<file path="config.mk">
export PLATFORM = sky130hd
export DESIGN_NAME = pin_irq_ctrl
export DESIGN_NICKNAME = d
export VERILOG_FILES = /design/src/rtl/pin_irq_pkg.sv /design/src/rtl/pin_irq_regs.sv /design/src/rtl/pin_irq_combine.sv /design/src/rtl/pin_irq_sync.sv /design/src/rtl/pin_irq_detect.sv /design/src/rtl/pin_irq_ctrl.sv
export SDC_FILE = /design/constraint.sdc
export NUM_CORES = 1
export LEC_CHECK = 0
export ABC_AREA = 1
export BUFFER_PORTS_ARGS = -buffer_cell sky130_fd_sc_hd__buf_2
export CAP_MARGIN = 20
export CORE_MARGIN = 2
export CORE_UTILIZATION = 50
export DETAILED_ROUTE_END_ITERATION = 10
export PLACE_DENSITY = 0.81
export SLEW_MARGIN = 20
export SYNTH_ARGS = -nofsm -noshare
export SYNTH_HDL_FRONTEND = slang
export SYNTH_SLANG_ARGS = --single-unit
</file>
<file path="constraint.sdc">
create_clock -name clk -period 2.1 [get_ports clk]
set_input_delay 0.42 -clock clk [delete_from_list [all_inputs] [get_ports clk]]
set_output_delay 0.42 -clock clk [all_outputs]
set_load 0.01 [all_outputs]
</file>
<file path="src/rtl/pin_irq_pkg.sv">
package pin_irq_pkg;

  // Register addresses
  localparam int unsigned ADDR_EN  = 0;
  localparam int unsigned ADDR_POL = 1;
  localparam int unsigned ADDR_CTL = 2;

  // Control register bit positions
  localparam int unsigned CTL_FLAG = 0;
  localparam int unsigned CTL_ACK  = 1;
  localparam int unsigned CTL_IE   = 2;
  localparam int unsigned CTL_MODE = 3;
  localparam int unsigned CTL_BITS = 4;

  typedef enum logic {
    MODE_EDGE  = 1'b0,
    MODE_LEVEL = 1'b1
  } det_mode_e;

  // Read image of the control register; the acknowledge position reads 0
  function automatic logic [CTL_BITS-1:0] ctl_pack(input logic flag,
                                                   input logic ie,
                                                   input logic mode);
    logic [CTL_BITS-1:0] v;
    v = '0;
    v[CTL_FLAG] = flag;
    v[CTL_IE]   = ie;
    v[CTL_MODE] = mode;
    return v;
  endfunction

endpackage

</file>
<file path="src/rtl/pin_irq_regs.sv">
module pin_irq_regs
  import pin_irq_pkg::*;
#(
  parameter int NPINS = 4,
  parameter int DW    = 8,
  parameter int AW    = 2
) (
  input  logic             clk,
  input  logic             rst_n,
  input  logic             wr_en_i,
  input  logic             rd_en_i,
  input  logic [AW-1:0]    addr_i,
  input  logic [DW-1:0]    wdata_i,
  input  logic             flag_i,
  output logic [NPINS-1:0] en_o,
  output logic [NPINS-1:0] pol_o,
  output logic             ie_o,
  output det_mode_e        mode_o,
  output logic             ack_o,
  output logic [DW-1:0]    rdata_o
);

  function automatic logic addr_hit(input logic [AW-1:0] a, input int unsigned target);
    return a == AW'(target);
  endfunction

  logic [NPINS-1:0] en_q;
  logic [NPINS-1:0] pol_q;
  logic             ie_q;
  det_mode_e        mode_q;
  logic             wr_en_reg;
  logic             wr_pol_reg;
  logic             wr_ctl_reg;
  logic [DW-1:0]    rd_mux;
  logic             wdata_unused;

  assign wr_en_reg  = wr_en_i && addr_hit(addr_i, ADDR_EN);
  assign wr_pol_reg = wr_en_i && addr_hit(addr_i, ADDR_POL);
  assign wr_ctl_reg = wr_en_i && addr_hit(addr_i, ADDR_CTL);
  assign wdata_unused = ^wdata_i;

  always_ff @(posedge clk or negedge rst_n) begin
    if (!rst_n) begin
      en_q   <= '0;
      pol_q  <= '0;
      ie_q   <= 1'b0;
      mode_q <= MODE_EDGE;
    end else begin
      if (wr_en_reg)  en_q  <= wdata_i[NPINS-1:0];
      if (wr_pol_reg) pol_q <= wdata_i[NPINS-1:0];
      if (wr_ctl_reg) begin
        ie_q   <= wdata_i[CTL_IE];
        mode_q <= det_mode_e'(wdata_i[CTL_MODE]);
      end
    end
  end

  // Single-cycle acknowledge event, taken straight from the write strobe
  assign ack_o = wr_ctl_reg && wdata_i[CTL_ACK];

  always_comb begin
    rd_mux = '0;
    if (addr_hit(addr_i, ADDR_EN))
      rd_mux[NPINS-1:0] = en_q;
    else if (addr_hit(addr_i, ADDR_POL))
      rd_mux[NPINS-1:0] = pol_q;
    else if (addr_hit(addr_i, ADDR_CTL))
      rd_mux[CTL_BITS-1:0] = ctl_pack(flag_i, ie_q, mode_q);
  end

  assign rdata_o = rd_en_i ? rd_mux : '0;
  assign en_o    = en_q;
  assign pol_o   = pol_q;
  assign ie_o    = ie_q;
  assign mode_o  = mode_q;

endmodule

</file>
<file path="src/rtl/pin_irq_combine.sv">
module pin_irq_combine #(
  parameter int NPINS = 4
) (
  input  logic [NPINS-1:0] pins_i,
  input  logic [NPINS-1:0] en_i,
  input  logic [NPINS-1:0] pol_i,
  output logic [NPINS-1:0] hit_o,
  output logic             src_o
);

  // A pin is at its asserted level when its level matches its polarity bit
  function automatic logic pin_active(input logic level, input logic pol);
    return level == pol;
  endfunction

  for (genvar g = 0; g < NPINS; g++) begin : g_pin
    assign hit_o[g] = en_i[g] & pin_active(pins_i[g], pol_i[g]);
  end

  assign src_o = |hit_o;

endmodule

</file>
<file path="src/rtl/pin_irq_sync.sv">
module pin_irq_sync #(
  parameter int WIDTH  = 1,
  parameter int STAGES = 2
) (
  input  logic             clk,
  input  logic             rst_n,
  input  logic [WIDTH-1:0] d_i,
  output logic [WIDTH-1:0] q_o
);

  logic [WIDTH-1:0] stage_q [STAGES];

  for (genvar s = 0; s < STAGES; s++) begin : g_stage
    always_ff @(posedge clk or negedge rst_n) begin
      if (!rst_n) stage_q[s] <= '0;
      else if (s == 0) stage_q[s] <= d_i;
      else stage_q[s] <= stage_q[(s == 0) ? 0 : s-1];
    end
  end

  assign q_o = stage_q[STAGES-1];

endmodule

</file>
<file path="src/rtl/pin_irq_detect.sv">
module pin_irq_detect
  import pin_irq_pkg::*;
(
  input  logic      clk,
  input  logic      rst_n,
  input  logic      src_i,
  input  det_mode_e mode_i,
  input  logic      ack_i,
  output logic      edge_o,
  output logic      level_o,
  output logic      set_o,
  output logic      flag_o
);

  logic prev_q;
  logic flag_q;

  // The previous sample starts at the deasserted level
  always_ff @(posedge clk or negedge rst_n) begin
    if (!rst_n) prev_q <= 1'b0;
    else prev_q <= src_i;
  end

  assign edge_o  = src_i & ~prev_q;
  assign level_o = (mode_i == MODE_LEVEL) & src_i;
  assign set_o   = edge_o | level_o;

  // A set event wins over an acknowledge on the same edge
  always_ff @(posedge clk or negedge rst_n) begin
    if (!rst_n) flag_q <= 1'b0;
    else if (set_o) flag_q <= 1'b1;
    else if (ack_i) flag_q <= 1'b0;
  end

  assign flag_o = flag_q;

endmodule

</file>
<file path="src/rtl/pin_irq_ctrl.sv">
module pin_irq_ctrl
  import pin_irq_pkg::*;
#(
  parameter int NPINS       = 4,
  parameter int DW          = 8,
  parameter int AW          = 2,
  parameter int SYNC_STAGES = 2
) (
  input  logic             clk,
  input  logic             rst_n,
  input  logic [NPINS-1:0] pins_i,
  input  logic             stop_i,
  input  logic             wr_en_i,
  input  logic             rd_en_i,
  input  logic [AW-1:0]    addr_i,
  input  logic [DW-1:0]    wdata_i,
  output logic [DW-1:0]    rdata_o,
  output logic             irq_o,
  output logic             wake_o
);

  logic [NPINS-1:0] en_q;
  logic [NPINS-1:0] pol_q;
  logic             ie_q;
  det_mode_e        mode_q;
  logic             ack_pulse;
  logic [NPINS-1:0] pin_hits;
  logic             src_raw;
  logic             src_sync;
  logic             edge_evt;
  logic             level_evt;
  logic             set_evt;
  logic             flag_q;

  pin_irq_regs #(.NPINS(NPINS), .DW(DW), .AW(AW)) regs_i (
    .clk     (clk),
    .rst_n   (rst_n),
    .wr_en_i (wr_en_i),
    .rd_en_i (rd_en_i),
    .addr_i  (addr_i),
    .wdata_i (wdata_i),
    .flag_i  (flag_q),
    .en_o    (en_q),
    .pol_o   (pol_q),
    .ie_o    (ie_q),
    .mode_o  (mode_q),
    .ack_o   (ack_pulse),
    .rdata_o (rdata_o)
  );

  pin_irq_combine #(.NPINS(NPINS)) comb_i (
    .pins_i (pins_i),
    .en_i   (en_q),
    .pol_i  (pol_q),
    .hit_o  (pin_hits),
    .src_o  (src_raw)
  );

  pin_irq_sync #(.WIDTH(1), .STAGES(SYNC_STAGES)) sync_i (
    .clk   (clk),
    .rst_n (rst_n),
    .d_i   (src_raw),
    .q_o   (src_sync)
  );

  pin_irq_detect det_i (
    .clk     (clk),
    .rst_n   (rst_n),
    .src_i   (src_sync),
    .mode_i  (mode_q),
    .ack_i   (ack_pulse),
    .edge_o  (edge_evt),
    .level_o (level_evt),
    .set_o   (set_evt),
    .flag_o  (flag_q)
  );

  assign irq_o  = flag_q & ie_q;
  // Stop-mode wake takes the combined source before the synchronizer
  assign wake_o = stop_i & src_raw;

endmodule

</file>
## Word-level counts from Yosys, hierarchy flattened

Index checks and enable logic that the tools add are counted.

- Memory bits (read-only): 0
- Register bits: 14
- Memory bits (writable): 0
- Bits in latches: 0
- Input bits: 19
- Memories: 0
- Logic and storage cells: 37

- Reductions and logical operators: 7
- Shift-type cells: 0
- Bitwise operators: 10
- Magnitude comparators: 0
- Divide/modulo/power cells: 0
- Multipliers: 0
- Eq/ne operators: 6
- Add/sub/neg operators: 0
- Mux-type cells: 6

Operators with widths:

| operator | count |
|---|---|
| 4-bit 2-to-1 mux | 4 |
| 1-bit bitwise AND | 8 |
| 1-bit equality test | 4 |
| 1-bit logical AND | 4 |
| 4-bit OR reduction | 1 |
| 2-bit by 1-bit equality test with 1-bit output (second input constant) | 1 |
| 2-bit equality test (second input constant) | 1 |
| 2-bit logical NOT | 1 |
| 1-bit 2-to-1 mux | 2 |
| 2-bit nonzero test | 1 |
| 1-bit NOT | 1 |
| 1-bit bitwise OR | 1 |

## Longest topological paths before layout

- Depth in word-level cells: 5
- Mapped depth: 6

## Modules after synthesis

A second synthesis with hierarchy kept.

- Cell total of the unflattened synthesis: 114
- Area total of the unflattened synthesis: 830.8 µm²

By module, submodules not included:

| module | instances | seq. area each (µm²) | area an instance (µm²) | cells each |
|---|---|---|---|---|
| pin_irq_regs | 1 | 250.2 | 561.8 | 68 |
| pin_irq_combine | 1 | 0.0 | 118.9 | 29 |
| pin_irq_detect | 1 | 50.0 | 85.1 | 11 |
| pin_irq_sync | 1 | 50.0 | 50.0 | 2 |
| pin_irq_ctrl | 1 | 0.0 | 15.0 | 4 |

## Worst setup path before layout

Ideal clock, no wire load.

- Kind: input to output
- Start point: input port addr_i[0]
- End point: output port rdata_o[1]
- Setup slack: 0.805 ns
- Data arrival time: 0.875 ns
- Stages: 4
- Path buffers: 0
- Cell sequence: inv_2 nor2_4 nand2_1 a21boi_1

- Cells in the longest elaborated chain, start to end: 4
- Elaborated cells on any way between the ends: 5
- Classes of those cells: eq/ne: 1; mux: 3; reduce/logical: 1

RTL lines:

| element | line | RTL |
|---|---|---|
| start, declared | pin_irq_ctrl.sv:15 | `input logic [AW-1:0] addr_i,` |
| 2-bit by 1-bit equality test with 1-bit output | pin_irq_regs.sv:24 | `return a == AW'(target);` |
| 4-bit 2-to-1 mux | pin_irq_regs.sv:65 | `else if (addr_hit(addr_i, ADDR_POL))` |
| 4-bit 2-to-1 mux * | pin_irq_regs.sv:63 | `if (addr_hit(addr_i, ADDR_EN))` |
| 4-bit 2-to-1 mux * | pin_irq_regs.sv:71 | `assign rdata_o = rd_en_i ? rd_mux : '0;` |
| end, declared | pin_irq_ctrl.sv:17 | `output logic [DW-1:0] rdata_o,` |

Every way passes the cells marked *; elsewhere a longest branch is shown, timed or not.

## Final worst setup path

- Start point: register regs_i.pol_q[2] (netlist: regs_i.pol_o[2])
- End point: output port wake_o

- Cells in the longest elaborated chain, start to end: 4

RTL lines:

| element | line | RTL |
|---|---|---|
| start, declared | pin_irq_regs.sv:28 | `logic [NPINS-1:0] pol_q;` |
| start signal, assigned | pin_irq_regs.sv:50 | `if (wr_pol_reg) pol_q <= wdata_i[NPINS-1:0];` |
| 1-bit equality test | pin_irq_combine.sv:13 | `return level == pol;` |
| 1-bit bitwise AND | pin_irq_combine.sv:17 | `assign hit_o[g] = en_i[g] & pin_active(pins_i[g], pol_i[g]);` |
| 4-bit OR reduction | pin_irq_combine.sv:20 | `assign src_o = \|hit_o;` |
| 1-bit bitwise AND | pin_irq_ctrl.sv:80 | `assign wake_o = stop_i & src_raw;` |
| end, declared | pin_irq_ctrl.sv:19 | `output logic wake_o` |

No other way between the ends.

==> results by group <==
Final layout
  • # diodes: 0
  • Layout area overhead: 17.86%
  • Layout cell share with drive strength beyond 1: 0.2400
  • Most frequent cells in the layout: 33 x nand2_1, 20 x buf_2, 19 x inv_1, 14 x dfrtp_1, 10 x nand3_1
  • Leading cell type in the layout, fill and taps excluded: nand2_1
  • Fin nets: 145

Run status
  • Outcome: completed

Synth
  • Area leader, netlist: dfrtp_1
  • Largest cells by area after synthesis: dfrtp_1 45%, nand2_1 16%, inv_1 9.3%
  • Mapped Cells: 102
  • Sequential-to-total area share from yosys stat: 0.4545
  • FF+latch count, synth: 14
  • Synth top area share: 0.4545
  • Distinct cells, synth: 14
  • Post-Syn Area per Cell: 7.556 sq um
  • Mapped cell area: 770.7 sq um
  • Synth warn: 0

Timing
  • Hold WS: 8.881 ps
  • Unrepaired setup endpoints after global routing: no
  • Fmax achieved: 592.7 MHz
  • Fin crit period: 1687 ps
  • Pins over their slew limit: 0
  • Fin Clk Skew: 2.360 ps
  • Final number of setup-violating endpoints: 0
  • Hold Vio Cnt, Final: 0
  • Setup TNS: 0 ps
  • Period Utilization, post-route: 0.8035

Critical path
  • Critical Path AT: 1270 ps
  • CP max-delay cell: dfrtp_1
  • Critical path type: flop to primary output
  • Slowest cell delay on critical path: 420 ps
  • CP startpoint kind: flop
  • Critical path cell sequence: inv_1, nand2_1, nand3_1, nand2_1, nor2_1, nor2_1, buf_2
  • CP Max Fanout: 4
  • Bufs and invs on worst path: 2
  • Worst EP required: 1680 ps
  • Crit. End Element: primary output
  • Top Family by Delay on Critical Path: flip-flops

Global route
  • Initial antenna violation count: 0
  • Aggregate global-route resource usage: 0.1766
  • First-pass GRT wire length: 2408 microns
  • Pin count of the biggest net entering global routing: 15
  • Vias in the first global route: 577
  • Gr ovfl total: 0

Power
  • Maximum VDD drop: 0.0004672 V
  • Cell Pwr Density: 771.4 nW/um^2
  • Leak pwr: 0.5391 nW

CTS
  • CTS tree: done
  • Clock Latency Late Sink: 280 ps
  • H-Tree Depth: 1
  • Cts hold-fix bufs: 0
  • Sink Count: 14
  • Num CTS Buffers: 3
  • Clk buf depth: 2
  • Clk pin slew, worst setup/hold paths: 80 ps
  • CTS root buffer: clkbuf_4
  • Post-cts resize count: 0
  • Postcts setup bufs: 0

Route
  • Pre-antenna DRT Iters: 4
  • Final wirelength: 1390 microns
  • Post-DR vias/cell: 4.709
  • # DRC: 0
  • DR WL/cell: 9.858 microns
  • Vias post-DR: 664
  • 1st-iter DRT viols: 10
  • Final ANT Viol Nets: 0

Placed design
  • GPL Wtd Cong: 0.6900
  • Final HPWL DP: 1114 microns
  • Port bufs: 20

Floorplan
  • Die Width: 43.26 microns
  • Die ar.: 1871 sq um
  • I/O pin total: 29
  • Die Height: 43.26 microns
  • Initial Util: 0.5238
  • Core ar.: 1471 sq um
  • Std cell rows: 14

Min path
  • Class of the worst hold path: input pin to async pin

Run
  • Max_cap viols: 0
flip-flops by register name (all words and copies together), names as in the netlist:
name / count
sync_i.q_o: 1
sync_i.stage_q: 1
det_i.prev_q: 1
regs_i.pol_o: 4
det_i.flag_o: 1
regs_i.mode_o: 1
regs_i.ie_o: 1
regs_i.en_o: 4
cell type report:
cell class                      count  area [sq um]
Multi-Input combinational cell     67         326.6
Fill cell                         136         563.0
Clock buffer                        4         36.28
Timing Repair Buffer               20         100.1
Inverter                           20         75.07
Sequential cell                    14         350.3
Tap cell                           16         20.02
path summary, 6_finish.rpt:
check / startpoint / end / slack, ps / depth (start not counted)
worst max-delay path: regs_i.pol_o[2] / wake_o / 410 / 7
worst min-delay path: rst_n / regs_i.en_o[3] / 9 / 1
worst max register to register: regs_i.pol_o[2] / sync_i.stage_q[1] / 1140 / 6
worst min register to register: sync_i.stage_q[1] / sync_i.q_o / 360 / 0
max in group asynchronous: rst_n / regs_i.en_o[0] / 1860 / 1
min in group clk: sync_i.stage_q[1] / sync_i.q_o / 360 / 0
routing by layer:
metal,up-vias,routed length (microns),track usage
met5,-,0,0
met4,0,13,0.1091
met3,2,84,0.01277
met2,25,666,0.2746
met1,287,625,0.2376
li1,350,-,-
per-stage QoR:
step	total power (W)	instances	cell area, sq um	utilization	setup slack, ps
finish	0.0007007	141	908.4	0.6173	412.8
global route	0.0007448	141	908.4	0.6173	245.0
CTS	0.0007051	141	908.4	0.6173	386.4
detailed placement	0.0005149	137	872.1	0.5927	529.5
global placement	0.0005079	137	872.1	0.5927	558.7
floorplan	0.0004568	105	782.0	-	804.8
where the power goes:
group          internal (W)  leakage (nW)  switching, W
Sequential         0.000320         0.168     0.0000385
Clock              0.000106        0.0210     0.0000877
Combinational     0.0000624         0.350     0.0000860
Total              0.000488         0.539      0.000212
kinds of logic after synthesis:
family          Yosys count  share of synthesized area
compound gates           13                    0.08766
buf+inv                  24                     0.1364
flops                    14                     0.4546
other cells               1                   0.004865
simple gates             50                     0.3166
cells in the mapped netlist:
cell type	count
nor2_4	2
buf_4	4
dfrtp_1	14
nand3_4	1
conb_1	1
nand2_1	33
nor2_1	2
o21ai_1	9
nand3_1	10
inv_1	19
a21boi_1	1
inv_2	1
nand2_4	2
o21ai_0	3
worst register-to-register path, stage by stage (launching register included):
cell	delay (ps)
dfrtp_1	420
inv_1	60
nand2_1	40
nand3_1	60
nand2_1	60
nor2_1	160
inv_1	50
No activity file was read; power rests on OpenSTA's default activity.
